### config.mk
export PLATFORM = sky130hd
export DESIGN_NAME = clkdiv3_gen
export DESIGN_NICKNAME = d
export VERILOG_FILES = /design/src/rtl/cg_pkg.sv /design/src/rtl/cg_phase_div.sv /design/src/rtl/cg_sync_chain.sv /design/src/rtl/cg_ready_merge.sv /design/src/rtl/clkdiv3_gen.sv
export SDC_FILE = /design/constraint.sdc
export NUM_CORES = 1
export LEC_CHECK = 0
export BUFFER_PORTS_ARGS = -buffer_cell sky130_fd_sc_hd__buf_2
export CORE_AREA = 2 2 39 41
export DETAILED_ROUTE_END_ITERATION = 7
export DIE_AREA = 0 0 41 43
export PLACE_DENSITY_LB_ADDON = 0.3
export RECOVER_POWER = 100
export SYNTH_ARGS = -nofsm -noshare
export SYNTH_HDL_FRONTEND = slang
export SYNTH_HIERARCHICAL = 1
export SYNTH_SLANG_ARGS = --single-unit
### constraint.sdc
create_clock -name osc_i -period 1.2 [get_ports osc_i]
set_clock_uncertainty 0.2 [all_clocks]
set_input_delay 0.06 -clock osc_i [delete_from_list [all_inputs] [get_ports osc_i]]
set_output_delay 0.06 -clock osc_i [all_outputs]
set_load 0.05 [all_outputs]
### src/rtl/cg_pkg.sv
`timescale 1ns/1ps
package cg_pkg;
   localparam int CG_DIV_DEF   = 3;
   localparam int CG_HIGH_DEF  = 1;
   localparam int CG_SYNC_DEF  = 2;
   localparam int CG_RDY_DEF   = 1;
   localparam int CG_NSRC_DEF  = 2;

   typedef struct packed {
      logic rise;
      logic fall;
   } cg_edge_t;
endpackage

### src/rtl/cg_phase_div.sv
`timescale 1ns/1ps
module cg_phase_div
   import cg_pkg::*;
#(
   parameter int DIV  = CG_DIV_DEF,
   parameter int HIGH = CG_HIGH_DEF
) (
   input  logic     osc_i,
   input  logic     por_n_i,
   output logic     clk_o,
   output logic     pclk_o,
   output cg_edge_t edge_o
);
   localparam int PW = (DIV > 2) ? $clog2(DIV) : 1;
   localparam logic [PW-1:0] PH_LAST = PW'(DIV - 1);
   localparam logic [PW-1:0] PH_HEND = PW'(HIGH - 1);

   if (DIV < 2) begin : g_bad_div
      $error("cg_phase_div: DIV must be at least 2");
   end
   if (HIGH < 1 || HIGH >= DIV) begin : g_bad_high
      $error("cg_phase_div: HIGH must lie in 1..DIV-1");
   end

   logic [PW-1:0] ph_q, ph_nx;
   logic          clk_q, pclk_q;
   cg_edge_t      edge_q;

   always_comb begin
      if (ph_q == PH_LAST) ph_nx = '0;
      else                 ph_nx = ph_q + 1'b1;
   end

   always_ff @(posedge osc_i or negedge por_n_i) begin
      if (!por_n_i) begin
         ph_q        <= PH_LAST;
         clk_q       <= 1'b0;
         pclk_q      <= 1'b0;
         edge_q.rise <= 1'b0;
         edge_q.fall <= 1'b0;
      end else begin
         ph_q        <= ph_nx;
         clk_q       <= (ph_nx < PW'(HIGH));
         if (ph_nx == '0) pclk_q <= ~pclk_q;
         edge_q.rise <= (ph_nx == PH_LAST);
         edge_q.fall <= (ph_nx == PH_HEND);
      end
   end

   assign clk_o  = clk_q;
   assign pclk_o = pclk_q;
   assign edge_o = edge_q;
endmodule

### src/rtl/cg_sync_chain.sv
`timescale 1ns/1ps
module cg_sync_chain #(
   parameter int   STAGES  = 2,
   parameter logic RST_VAL = 1'b0
) (
   input  logic osc_i,
   input  logic por_n_i,
   input  logic d_i,
   output logic q_o
);
   if (STAGES < 1) begin : g_bad_stages
      $error("cg_sync_chain: STAGES must be at least 1");
   end

   logic [STAGES-1:0] stg_q;

   for (genvar i = 0; i < STAGES; i++) begin : g_stage
      always_ff @(posedge osc_i or negedge por_n_i) begin
         if (!por_n_i) stg_q[i] <= RST_VAL;
         else if (i == 0) stg_q[i] <= d_i;
         else stg_q[i] <= stg_q[(i > 0) ? i - 1 : 0];
      end
   end

   assign q_o = stg_q[STAGES-1];
endmodule

### src/rtl/cg_ready_merge.sv
`timescale 1ns/1ps
module cg_ready_merge
   import cg_pkg::*;
#(
   parameter int NSRC   = CG_NSRC_DEF,
   parameter int STAGES = CG_RDY_DEF
) (
   input  logic            osc_i,
   input  logic            por_n_i,
   input  logic [NSRC-1:0] rdy_i,
   input  logic [NSRC-1:0] aen_n_i,
   input  logic            load_i,
   output logic            ready_o
);
   if (NSRC < 1) begin : g_bad_nsrc
      $error("cg_ready_merge: NSRC must be at least 1");
   end

   logic [NSRC-1:0] qual;
   logic            any_rdy, rdy_sync, ready_q;

   for (genvar s = 0; s < NSRC; s++) begin : g_src
      assign qual[s] = rdy_i[s] & ~aen_n_i[s];
   end
   assign any_rdy = |qual;

   cg_sync_chain #(.STAGES(STAGES), .RST_VAL(1'b0)) u_sync (
      .osc_i   (osc_i),
      .por_n_i (por_n_i),
      .d_i     (any_rdy),
      .q_o     (rdy_sync)
   );

   always_ff @(posedge osc_i or negedge por_n_i) begin
      if (!por_n_i)    ready_q <= 1'b0;
      else if (load_i) ready_q <= rdy_sync;
   end

   assign ready_o = ready_q;
endmodule

### src/rtl/clkdiv3_gen.sv
`timescale 1ns/1ps
module clkdiv3_gen
   import cg_pkg::*;
#(
   parameter int DIV        = CG_DIV_DEF,
   parameter int HIGH       = CG_HIGH_DEF,
   parameter int RES_STAGES = CG_SYNC_DEF,
   parameter int RDY_STAGES = CG_RDY_DEF
) (
   input  logic osc_i,
   input  logic por_n_i,
   input  logic res_n_i,
   input  logic rdy_a_i,
   input  logic aen_a_n_i,
   input  logic rdy_b_i,
   input  logic aen_b_n_i,
   output logic osc_o,
   output logic cpu_clk_o,
   output logic per_clk_o,
   output logic reset_o,
   output logic ready_o,
   output logic rise_en_o,
   output logic fall_en_o
);
   cg_edge_t edg;
   logic     res_sync, reset_q;

   assign osc_o = osc_i;

   cg_phase_div #(.DIV(DIV), .HIGH(HIGH)) u_div (
      .osc_i   (osc_i),
      .por_n_i (por_n_i),
      .clk_o   (cpu_clk_o),
      .pclk_o  (per_clk_o),
      .edge_o  (edg)
   );

   cg_sync_chain #(.STAGES(RES_STAGES), .RST_VAL(1'b0)) u_res_sync (
      .osc_i   (osc_i),
      .por_n_i (por_n_i),
      .d_i     (res_n_i),
      .q_o     (res_sync)
   );

   always_ff @(posedge osc_i or negedge por_n_i) begin
      if (!por_n_i)      reset_q <= 1'b1;
      else if (edg.fall) reset_q <= ~res_sync;
   end
   assign reset_o = reset_q;

   cg_ready_merge #(.NSRC(2), .STAGES(RDY_STAGES)) u_rdy (
      .osc_i   (osc_i),
      .por_n_i (por_n_i),
      .rdy_i   ({rdy_b_i, rdy_a_i}),
      .aen_n_i ({aen_b_n_i, aen_a_n_i}),
      .load_i  (edg.rise),
      .ready_o (ready_o)
   );

   assign rise_en_o = edg.rise;
   assign fall_en_o = edg.fall;
endmodule

Word level (Yosys, flattened, before mapping)
Index checks and enable logic that the tools add are counted.
{ "word_totals": {"in_bits": 7, "register_bits": 11, "out_inout_bits": 7} }
{ "op_classes": {"n_mux": 1, "reduce_logical": 2, "magnitude_cmp": 1, "eq_ne": 2, "bitwise": 6, "n_addsub": 1} }
{ "ops": {"columns": ["op", "n"], "rows": [
  ["$eq 2x2->1 const B", 2],
  ["$not 1->1", 4],
  ["$add 2x1->2 const B", 1],
  ["$and 1x1->1", 2],
  ["$logic_not 2->1", 1],
  ["$lt 2x1->1 const B", 1],
  ["$mux 2", 1],
  ["$reduce_or 2->1", 1]
]} }

Logic depth before layout (Yosys ltp)
Gate-level depths: netlist of the first run.
{ "logic_depth": {"word_depth": 3, "ltp_mapped": 2, "ltp_nobuf": 2} }

By module
The synthesis of the first run kept the hierarchy.
{ "modules_own_cells": {"columns": ["module", "n_inst", "seq_area_each_um2", "area_per_inst_um2", "cells_per_inst"], "rows": [
  ["cg_phase_div", 1, 126.4, 156.4, 10],
  ["cg_ready_merge", 1, 25.0, 53.8, 5],
  ["cg_sync_chain (u_res_sync)", 1, 50.0, 50.0, 2],
  ["clkdiv3_gen", 1, 26.3, 47.5, 4],
  ["cg_sync_chain (u_rdy.u_sync)", 1, 25.0, 25.0, 1]
]} }

==> impl_metrics.env, run 1 <==
export IMPL_path_delay_family="flip-flops"
export IMPL_irDropWorstVdd_mv=1.02
export IMPL_synth_nets=29
export IMPL_grt_pass1_vias=233
export IMPL_top_usage_layer="met2"
export IMPL_pwr_share_clk_pct=56.8
export IMPL_yosysWarningCount=6
export IMPL_synth_cells=22
export IMPL_max_slew_margin_pct=84.1
export IMPL_grt_setup_unrepaired="true"
export IMPL_yosysSeqAreaShare_pct=75.9
export IMPL_die_w_um=41
export IMPL_syn_area_per_cell_um2=15.1
export IMPL_setup_violations=3
export IMPL_wirelength_um=535
export IMPL_path_cells="buf_8"
export IMPL_grt_pass1_wl_um=828
export IMPL_fin_tns_setup_ns=-0.127
export IMPL_synth_commonest_cells="dfrtp_1 (8), inv_1 (3), buf_4 (2), dfstp_2 (2)"
export IMPL_n_fill_cell=141
export IMPL_grt_overflow_total=0
export IMPL_cts_tree="built"
export IMPL_io_buffers=13
export IMPL_p_seq_share_pct=35.9
export IMPL_syn_area_um2=333
export IMPL_hpwl_um=373
export IMPL_antenna_left=0
export IMPL_path_buf_inv=1
export IMPL_die_h_um=43
export IMPL_cp_start_kind="flop"
export IMPL_swShare_pct=30.0
export IMPL_place_congestion=0.546
export IMPL_cp_max_fo=2
export IMPL_vias_per_cell=3.72
export IMPL_worstPathRequired_ns=0.94
export IMPL_antenna_found_initial=0
export IMPL_powerDensity_nw_per_um2=1670
export IMPL_cpMaxStageDelayCell="dfstp_2"
export IMPL_path_class="reg -> out"
export IMPL_drt_first_iter_violations=2
export IMPL_io_pins=14
export IMPL_layout_nets=56
export IMPL_via_count=238
export IMPL_clock_fmax_mhz=766
export IMPL_coreArea_um2=1380
export IMPL_yosysTopAreaCellShare_pct=60.2
export IMPL_finalMaxSlewViolations=0
export IMPL_ys_top_cells_by_area="dfrtp_1 (60%), dfstp_2 (16%), buf_4 (4.5%)"
export IMPL_rows=14
export IMPL_min_path_type="clk -> out"
export IMPL_start_util_pct=24.1
export IMPL_grtUsageMet1_pct=8.45
export IMPL_worstMarginPinSlew_ns=0.238
export IMPL_synthArstFlopShare_pct=100
export IMPL_synth_cell_types=11
export IMPL_dpl_worst_slack_ns=0.152
export IMPL_p_switching_uw=295
export IMPL_yosysMostFrequentCell="dfrtp_1"
export IMPL_synth_edff_count=0
export IMPL_area_growth_syn_to_layout_pct=77.1
export IMPL_comb_power_share_pct=7.3
export IMPL_die_area_um2=1760
export IMPL_period_minus_slack_ns=1.31
export IMPL_path_clk_slew_ns=0.06
export IMPL_clk_latency_ns=0.36
export IMPL_grt_max_degree=11
export IMPL_synth_ff_type="dfrtp_1"
export IMPL_outcome="finished with violations"
export IMPL_p_leak_nw=0.299
export IMPL_setup_ws_ns=-0.105
export IMPL_internal_power_uw=689
export IMPL_diodes=0
export IMPL_grt_use_met2_pct=9.06
export IMPL_layout_drive_gt1_share_pct=54.2
export IMPL_ys_seq_elements=10
export IMPL_crit_path_max_incr_delay_ns=0.55
export IMPL_violations="setup timing"
export IMPL_cp_end_kind="primary output"
export IMPL_min_period_over_period_pct=109
export IMPL_synth_largest_area_cell="dfrtp_1"
export IMPL_post_route_drc_count=0
export IMPL_dr_pass1_iters=3
export IMPL_finalHoldViolations=0
export IMPL_arrival_ns=1.05
export IMPL_post_route_cell_area_um2=589
export IMPL_maxCapViolations=0
export IMPL_grt_usage_pct=7.65
export IMPL_placed_area_um2=402
export IMPL_avgRoutedWirePerCell_um=8.36
export IMPL_met3_usage_pct=6.28
==> final timing paths <==
kind / startpoint / endpoint / slack, ns / cells after the start
worst max-delay path: reset_o / reset_o / -0.11 / 1
worst min-delay path: osc_i / osc_o / 0.14 / 2
worst max register to register: u_div/edge_o[1] / u_rdy/ready_o / 0.06 / 2
worst min register to register: u_res_sync/stg_q[0] / u_res_sync/q_o / 0.15 / 0
max in group asynchronous: por_n_i / reset_o / 0.09 / 3
min in group asynchronous: por_n_i / u_rdy/u_sync/q_o / 0.45 / 3
==> through the flow <==
stage                     hold slack [ns]  cells  utilization (%)  total power, mW
after global routing                0.143     64             42.6             1.03
after floorplan                    -0.436     22                -            0.562
after global placement             -0.282     48             29.0            0.560
after CTS                           0.107     62             41.8             1.05
after detailed placement           -0.274     48             29.0            0.562
final                               0.141     64             42.6            0.984
==> layout make-up <==
class	instances	area [µm²]	area share, %
flip-flops and latches	10	255	43.3
repair buffers	22	194	32.9
clock buffers	7	58.8	9.98
multi-input cells	6	50.0	8.49
well taps	16	20.0	3.40
inverters	3	11.3	1.91
==> power by group through the flow <==
| stage | combinational (mW) | clock, mW | sequential (mW) |
|---|---|---|---|
| detailed placement | 0.0443 | 0.159 | 0.359 |
| global placement | 0.0433 | 0.159 | 0.358 |
| CTS | 0.0668 | 0.634 | 0.353 |
| floorplan | 0.00800 | 0.180 | 0.374 |
| global route | 0.0775 | 0.602 | 0.354 |
| finish | 0.0714 | 0.560 | 0.353 |
==> layer usage <==
metal,wire (µm),part of all wire [%]
met1,235,44
met2,271,51
met3,28,5.2
met4,0,0
met5,0,0
==> registers in the layout, summed over array words and instances, names as in the netlist <==
name and flops:
u_div/clk_o 1, u_div/edge_o 1, u_rdy/ready_o 1, u_rdy/u_sync/q_o 1, u_div/pclk_o 1, u_res_sync/q_o 1
u_div/ph_q 2, reset_o 1, u_res_sync/stg_q 1
==> layout by cell type (no fill, tap or decap), types with 2 or more instances in the layout <==
cell and n:
dfrtp_2 2, buf_2 5, buf_4 3, clkbuf_4 6, buf_6 5, dfrtp_1 6
dlygate4sd3_1 7, inv_1 3
==> logic make-up (layout without fill, tap and decap cells) <==
group / Yosys count / after routing / synth area share (%)
multiplexers: 2 / 2 / 7.52
XOR/XNOR: 1 / 1 / 2.63
AND/OR/NAND/NOR: 2 / 2 / 3.01
flip-flops: 10 / 10 / 75.9
buffers and inverters: 6 / 32 / 9.02
AO/OA/AOI/OAI: 1 / 1 / 1.88
==> timing repair <==
action                     4_1_cts  5_1_grt
hold buffers                     7        0
hold endpoints to repair        12        0
resized for setup               15        1
cloned                           0        0
pin swaps                        0        0
setup buffers                    1        2
setup endpoints to repair        7        6
Power figures use the tool's default switching activity.
==> inputs of run 2 (changes only) <==
--- a/config.mk
+++ b/config.mk
@@ -16,2 +16,3 @@
 export SYNTH_HIERARCHICAL = 1
 export SYNTH_SLANG_ARGS = --single-unit
+export TNS_END_PERCENT = 50
==> constraint.sdc (replaced) <==
create_clock -name osc_i -period 1.2 [get_ports osc_i]
set_clock_uncertainty 0.2 [all_clocks]
set_input_delay 0.18 -clock osc_i [delete_from_list [all_inputs] [get_ports osc_i]]
set_output_delay 0.18 -clock osc_i [all_outputs]
set_load 0.05 [all_outputs]
==> run 2 against run 1 <==
  * The run still ends with setup timing left
  * Total power up 5.6%
  * Register-to-register slack gained 0.10 ns
  * Critical path depth stayed put
  * Cell area decreased by 5.1%
  * Worst setup slack worse by 0.12 ns
  * Core utilization is 2.2 points lower
  * Maximum frequency down 8.4%
  * Wire length down 10%
  * Cell count shrank 6.3%
  * Non-clock buffer count decreased by 4
  * Combinational power shrank 12%
==> impl_metrics.env, run 2 (synthesis results as in run 1) <==
export IMPL_die_h_um=43
export IMPL_drt_first_iter_violations=2
export IMPL_finalNonFillerCells=60
export IMPL_maxCapViolations=0
export IMPL_grt_overflow_total=0
export IMPL_n_fill_cell=145
export IMPL_layout_nets=52
export IMPL_area_growth_syn_to_layout_pct=68.0
export IMPL_coreArea_um2=1380
export IMPL_p_switching_uw=304
export IMPL_dr_pass1_iters=3
export IMPL_cts_setup_buffers=0
export IMPL_powerDensity_nw_per_um2=1860
export IMPL_crit_path_max_incr_delay_ns=0.55
export IMPL_largest_reg_flops=2
export IMPL_antenna_found_initial=0
export IMPL_arrival_ns=1.05
export IMPL_cpMaxStageDelayCell="dfstp_2"
export IMPL_clk_latency_ns=0.36
export IMPL_multi_input_comb_area_um2=46.3
export IMPL_placed_area_um2=402
export IMPL_layout_drive_gt1_share_pct=47.7
export IMPL_start_util_pct=24.1
export IMPL_cts_tree="built"
export IMPL_grt_setup_unrepaired="true"
export IMPL_setup_violations=7
export IMPL_final_cell_mix="dlygate4sd3_1 (6), dfrtp_1 (6), buf_2 (5), buf_6 (5), clkbuf_4 (4)"
export IMPL_pwr_share_clk_pct=60.0
export IMPL_grt_pass1_vias=213
export IMPL_min_period_over_period_pct=119
export IMPL_total_power_mw=1.04
export IMPL_cp_depth=1
export IMPL_worstMarginPinSlew_ns=0.509
export IMPL_rows=14
export IMPL_die_w_um=41
export IMPL_path_clk_slew_ns=0.07
export IMPL_p_seq_share_pct=33.9
export IMPL_max_slew_margin_pct=66.0
export IMPL_cp_start_kind="flop"
export IMPL_p_leak_nw=0.277
export IMPL_cp_max_fo=2
export IMPL_path_cells="buf_8"
export IMPL_worstPathRequired_ns=0.82
export IMPL_antenna_left=0
export IMPL_grt_usage_pct=7.23
export IMPL_die_area_um2=1760
export IMPL_irDropWorstVdd_mv=1.25
export IMPL_setup_ws_ns=-0.225
export IMPL_vias_per_cell=3.63
export IMPL_post_place_cells=48
export IMPL_swShare_pct=29.2
export IMPL_io_buffers=13
export IMPL_clock_fmax_mhz=702
export IMPL_regMostFlops="u_div/ph_q"
export IMPL_holdWs_ns=0.0915
export IMPL_cp_end_kind="primary output"
export IMPL_path_delay_family="flip-flops"
export IMPL_post_route_cell_area_um2=559
export IMPL_grt_pass1_wl_um=779
export IMPL_period_minus_slack_ns=1.43
export IMPL_avgRoutedWirePerCell_um=8.00
export IMPL_post_route_drc_count=0
export IMPL_finalMaxSlewViolations=0
export IMPL_internal_power_uw=736
export IMPL_finalHoldViolations=0
export IMPL_regArea_um2=255
export IMPL_dpl_worst_slack_ns=0.0318
export IMPL_place_congestion=0.546
export IMPL_io_pins=14
export IMPL_grt_max_degree=11
export IMPL_outcome="finished with violations"
export IMPL_wirelength_um=480
export IMPL_diodes=0
export IMPL_hpwl_um=373
export IMPL_worstRegToRegCells=1
export IMPL_path_class="reg -> out"
export IMPL_min_path_type="in -> async"
export IMPL_violations="setup timing"
export IMPL_path_buf_inv=1
export IMPL_comb_power_share_pct=6.0
export IMPL_via_count=218
==> run 2: per-stage QoR <==
stage | utilization, % | TNS, ns
finish | 40.4 | -0.812
global route | 40.4 | -1.05
CTS | 40.8 | -0.899
detailed placement | 29.0 | 0
global placement | 29.0 | 0
floorplan | - | -0.0197
==> run 2: routing by layer <==
layer | wire, µm | track usage [%] | vias up
li1 | - | - | 109
met5 | 0 | 0 | -
met4 | 0 | 6.00 | 0
met2 | 234 | 7.81 | 8
met1 | 213 | 8.42 | 101
met3 | 32 | 6.28 | 0
==> run 2: area by class of cell <==
type / count / area share, %
Timing Repair Buffer: 18 / 28.6
Sequential cell: 10 / 45.6
Tap cell: 16 / 3.58
Inverter: 3 / 2.01
Multi-Input combinational cell: 6 / 8.28
Clock buffer: 7 / 11.9
==> run 2: timing repair <==
action / CTS / global route
hold buffers: 6 / 0
endpoints found under the hold margin: 12 / 0
endpoints found under the setup margin: 7 / 7
resized for setup: 16 / 1
==> run 2: power groups by stage <==
| stage | clock network, mW | registers, mW | logic, mW |
|---|---|---|---|
| 3_5_place_dp | 0.159 | 0.359 | 0.0443 |
| 4_1_cts | 0.634 | 0.354 | 0.0660 |
| 5_1_grt | 0.664 | 0.354 | 0.0679 |
| 6_report | 0.624 | 0.353 | 0.0626 |
| 2_1_floorplan | 0.180 | 0.374 | 0.00800 |
| 3_3_place_gp | 0.159 | 0.358 | 0.0433 |
==> run 2: path summary, 6_finish.rpt <==
check	endpoint	startpoint	slack [ns]
min reg2reg	u_res_sync/q_o	u_res_sync/stg_q[0]	0.15
max in group asynchronous	u_div/clk_o	por_n_i	0.34
max	reset_o	reset_o	-0.23
min in group osc_i	u_res_sync/q_o	u_res_sync/stg_q[0]	0.15
min	u_rdy/u_sync/q_o	por_n_i	0.09
max reg2reg	u_rdy/ready_o	u_div/edge_o[1]	0.16
==> inputs of run 3 (changes only) <==
REMOVE_ABC_BUFFERS = 1   (was not set)
==> run 3 against run 2 <==
  * The flow still finishes with violations (setup timing)
  * Flip-flop and latch count unchanged
  * Core utilization decreased by 0.63 points
  * Sequential share of layout area increased by 0.27 points
  * Cell area decreased by 1.6%
==> impl_metrics.env, run 3 (synthesis results as in run 1) <==
export IMPL_n_fill_cell=135
export IMPL_worstPathRequired_ns=0.82
export IMPL_largest_reg_flops=2
export IMPL_post_route_drc_count=0
export IMPL_grt_pass1_vias=235
export IMPL_path_cells="buf_8"
export IMPL_regMostFlops="u_div/ph_q"
export IMPL_placed_area_um2=399
export IMPL_grt_usage_pct=8.30
export IMPL_setup_violations=7
export IMPL_min_period_over_period_pct=118
export IMPL_setup_ws_ns=-0.219
export IMPL_violations="setup timing"
export IMPL_arrival_ns=1.04
export IMPL_grt_overflow_total=0
export IMPL_period_minus_slack_ns=1.42
export IMPL_post_route_cell_area_um2=551
export IMPL_min_path_type="in -> async"
export IMPL_cp_depth=1
export IMPL_die_h_um=43
export IMPL_vias_per_cell=3.68
export IMPL_path_class="reg -> out"
export IMPL_die_w_um=41
export IMPL_dr_pass1_iters=2
export IMPL_wirelength_um=552
export IMPL_irDropWorstVdd_mv=1.35
export IMPL_cp_start_kind="flop"
export IMPL_area_growth_syn_to_layout_pct=65.4
export IMPL_drt_first_iter_violations=5
export IMPL_powerDensity_nw_per_um2=1750
export IMPL_cp_max_fo=2
export IMPL_maxCapViolations=0
export IMPL_grt_max_degree=11
export IMPL_max_slew_margin_pct=64.7
export IMPL_worstMarginPinSlew_ns=0.530
export IMPL_finalMaxSlewViolations=0
export IMPL_finalHoldViolations=0
export IMPL_crit_path_max_incr_delay_ns=0.54
export IMPL_path_delay_family="flip-flops"
export IMPL_io_buffers=13
export IMPL_p_leak_nw=0.278
export IMPL_cts_tree="built"
export IMPL_clock_fmax_mhz=705
export IMPL_clk_latency_ns=0.36
export IMPL_antenna_found_initial=0
export IMPL_cp_end_kind="primary output"
export IMPL_layout_nets=53
export IMPL_die_area_um2=1760
export IMPL_diodes=0
export IMPL_final_cell_mix="dfrtp_1 (8), dlygate4sd3_1 (6), clkbuf_4 (5), buf_2 (5), buf_6 (5)"
export IMPL_rows=14
export IMPL_cpMaxStageDelayCell="dfstp_2"
export IMPL_final_common_cell="dfrtp_1"
export IMPL_outcome="finished with violations"
export IMPL_grt_pass1_wl_um=890
export IMPL_grt_setup_unrepaired="true"
export IMPL_place_congestion=0.645
export IMPL_total_power_uw=964
export IMPL_worstRegToRegCells=1
export IMPL_path_clk_slew_ns=0.06
export IMPL_path_buf_inv=1
export IMPL_io_pins=14
export IMPL_start_util_pct=24.1
export IMPL_avgRoutedWirePerCell_um=9.20
export IMPL_coreArea_um2=1380
export IMPL_layout_drive_gt1_share_pct=43.2
export IMPL_via_count=221
export IMPL_antenna_left=0
run 3: metrics by stage:
step                      TNS (ns)  setup slack [ns]  hold slack (ns)  util, %  instances
after floorplan             -0.510            -0.248           -0.316        -         19
after global routing        -0.941            -0.249            0.169     39.8         60
final                       -0.719            -0.219            0.110     39.8         60
after detailed placement         0            0.0318           -0.151     28.8         48
after CTS                   -0.830            -0.232          0.00505     40.1         60
after global placement           0            0.0318           -0.161     28.8         48
run 3: repair_timing:
| action | 4_1_cts | 5_1_grt |
|---|---|---|
| setup endpoints to repair | 7 | 7 |
| setup buffers | 1 | 0 |
| hold buffers | 6 | 0 |
| resized for setup | 16 | 1 |
| hold endpoints to repair | 12 | 0 |
run 3: final timing paths:
path / slack [ns] / endpoint / from
worst min-delay path: 0.11 / u_rdy/u_sync/q_o / por_n_i
worst max-delay path: -0.22 / reset_o / reset_o
worst min register to register: 0.15 / u_res_sync/q_o / u_res_sync/stg_q[0]
min in group osc_i: 0.15 / u_res_sync/q_o / u_res_sync/stg_q[0]
max in group asynchronous: 0.32 / reset_o / por_n_i
worst max register to register: 0.17 / u_div/pclk_o / u_div/ph_q[1]
run 3: area by class of cell:
class                      count  area (µm²)  share of cell area, %
tap                           16        20.0                   3.64
clock buffer                   6        52.6                   9.55
timing repair buffer          19         168                   30.5
sequential                    10         253                   45.9
inverter                       3        11.3                   2.05
multi-input combinational      6        46.3                   8.41
run 3: routing by layer:
| metal | global-route usage, % | wire [µm] | share of wire, % |
|---|---|---|---|
| met4 | 8.67 | 6 | 1.1 |
| met5 | 0 | 0 | 0 |
| met3 | 4.71 | 35 | 6.3 |
| met2 | 10.6 | 284 | 51 |
| met1 | 8.59 | 225 | 41 |
run 3: where the power goes:
| group | internal, mW | switching, mW |
|---|---|---|
| registers | 0.349 | 0.00436 |
| logic | 0.0323 | 0.0307 |
| clock network | 0.286 | 0.261 |
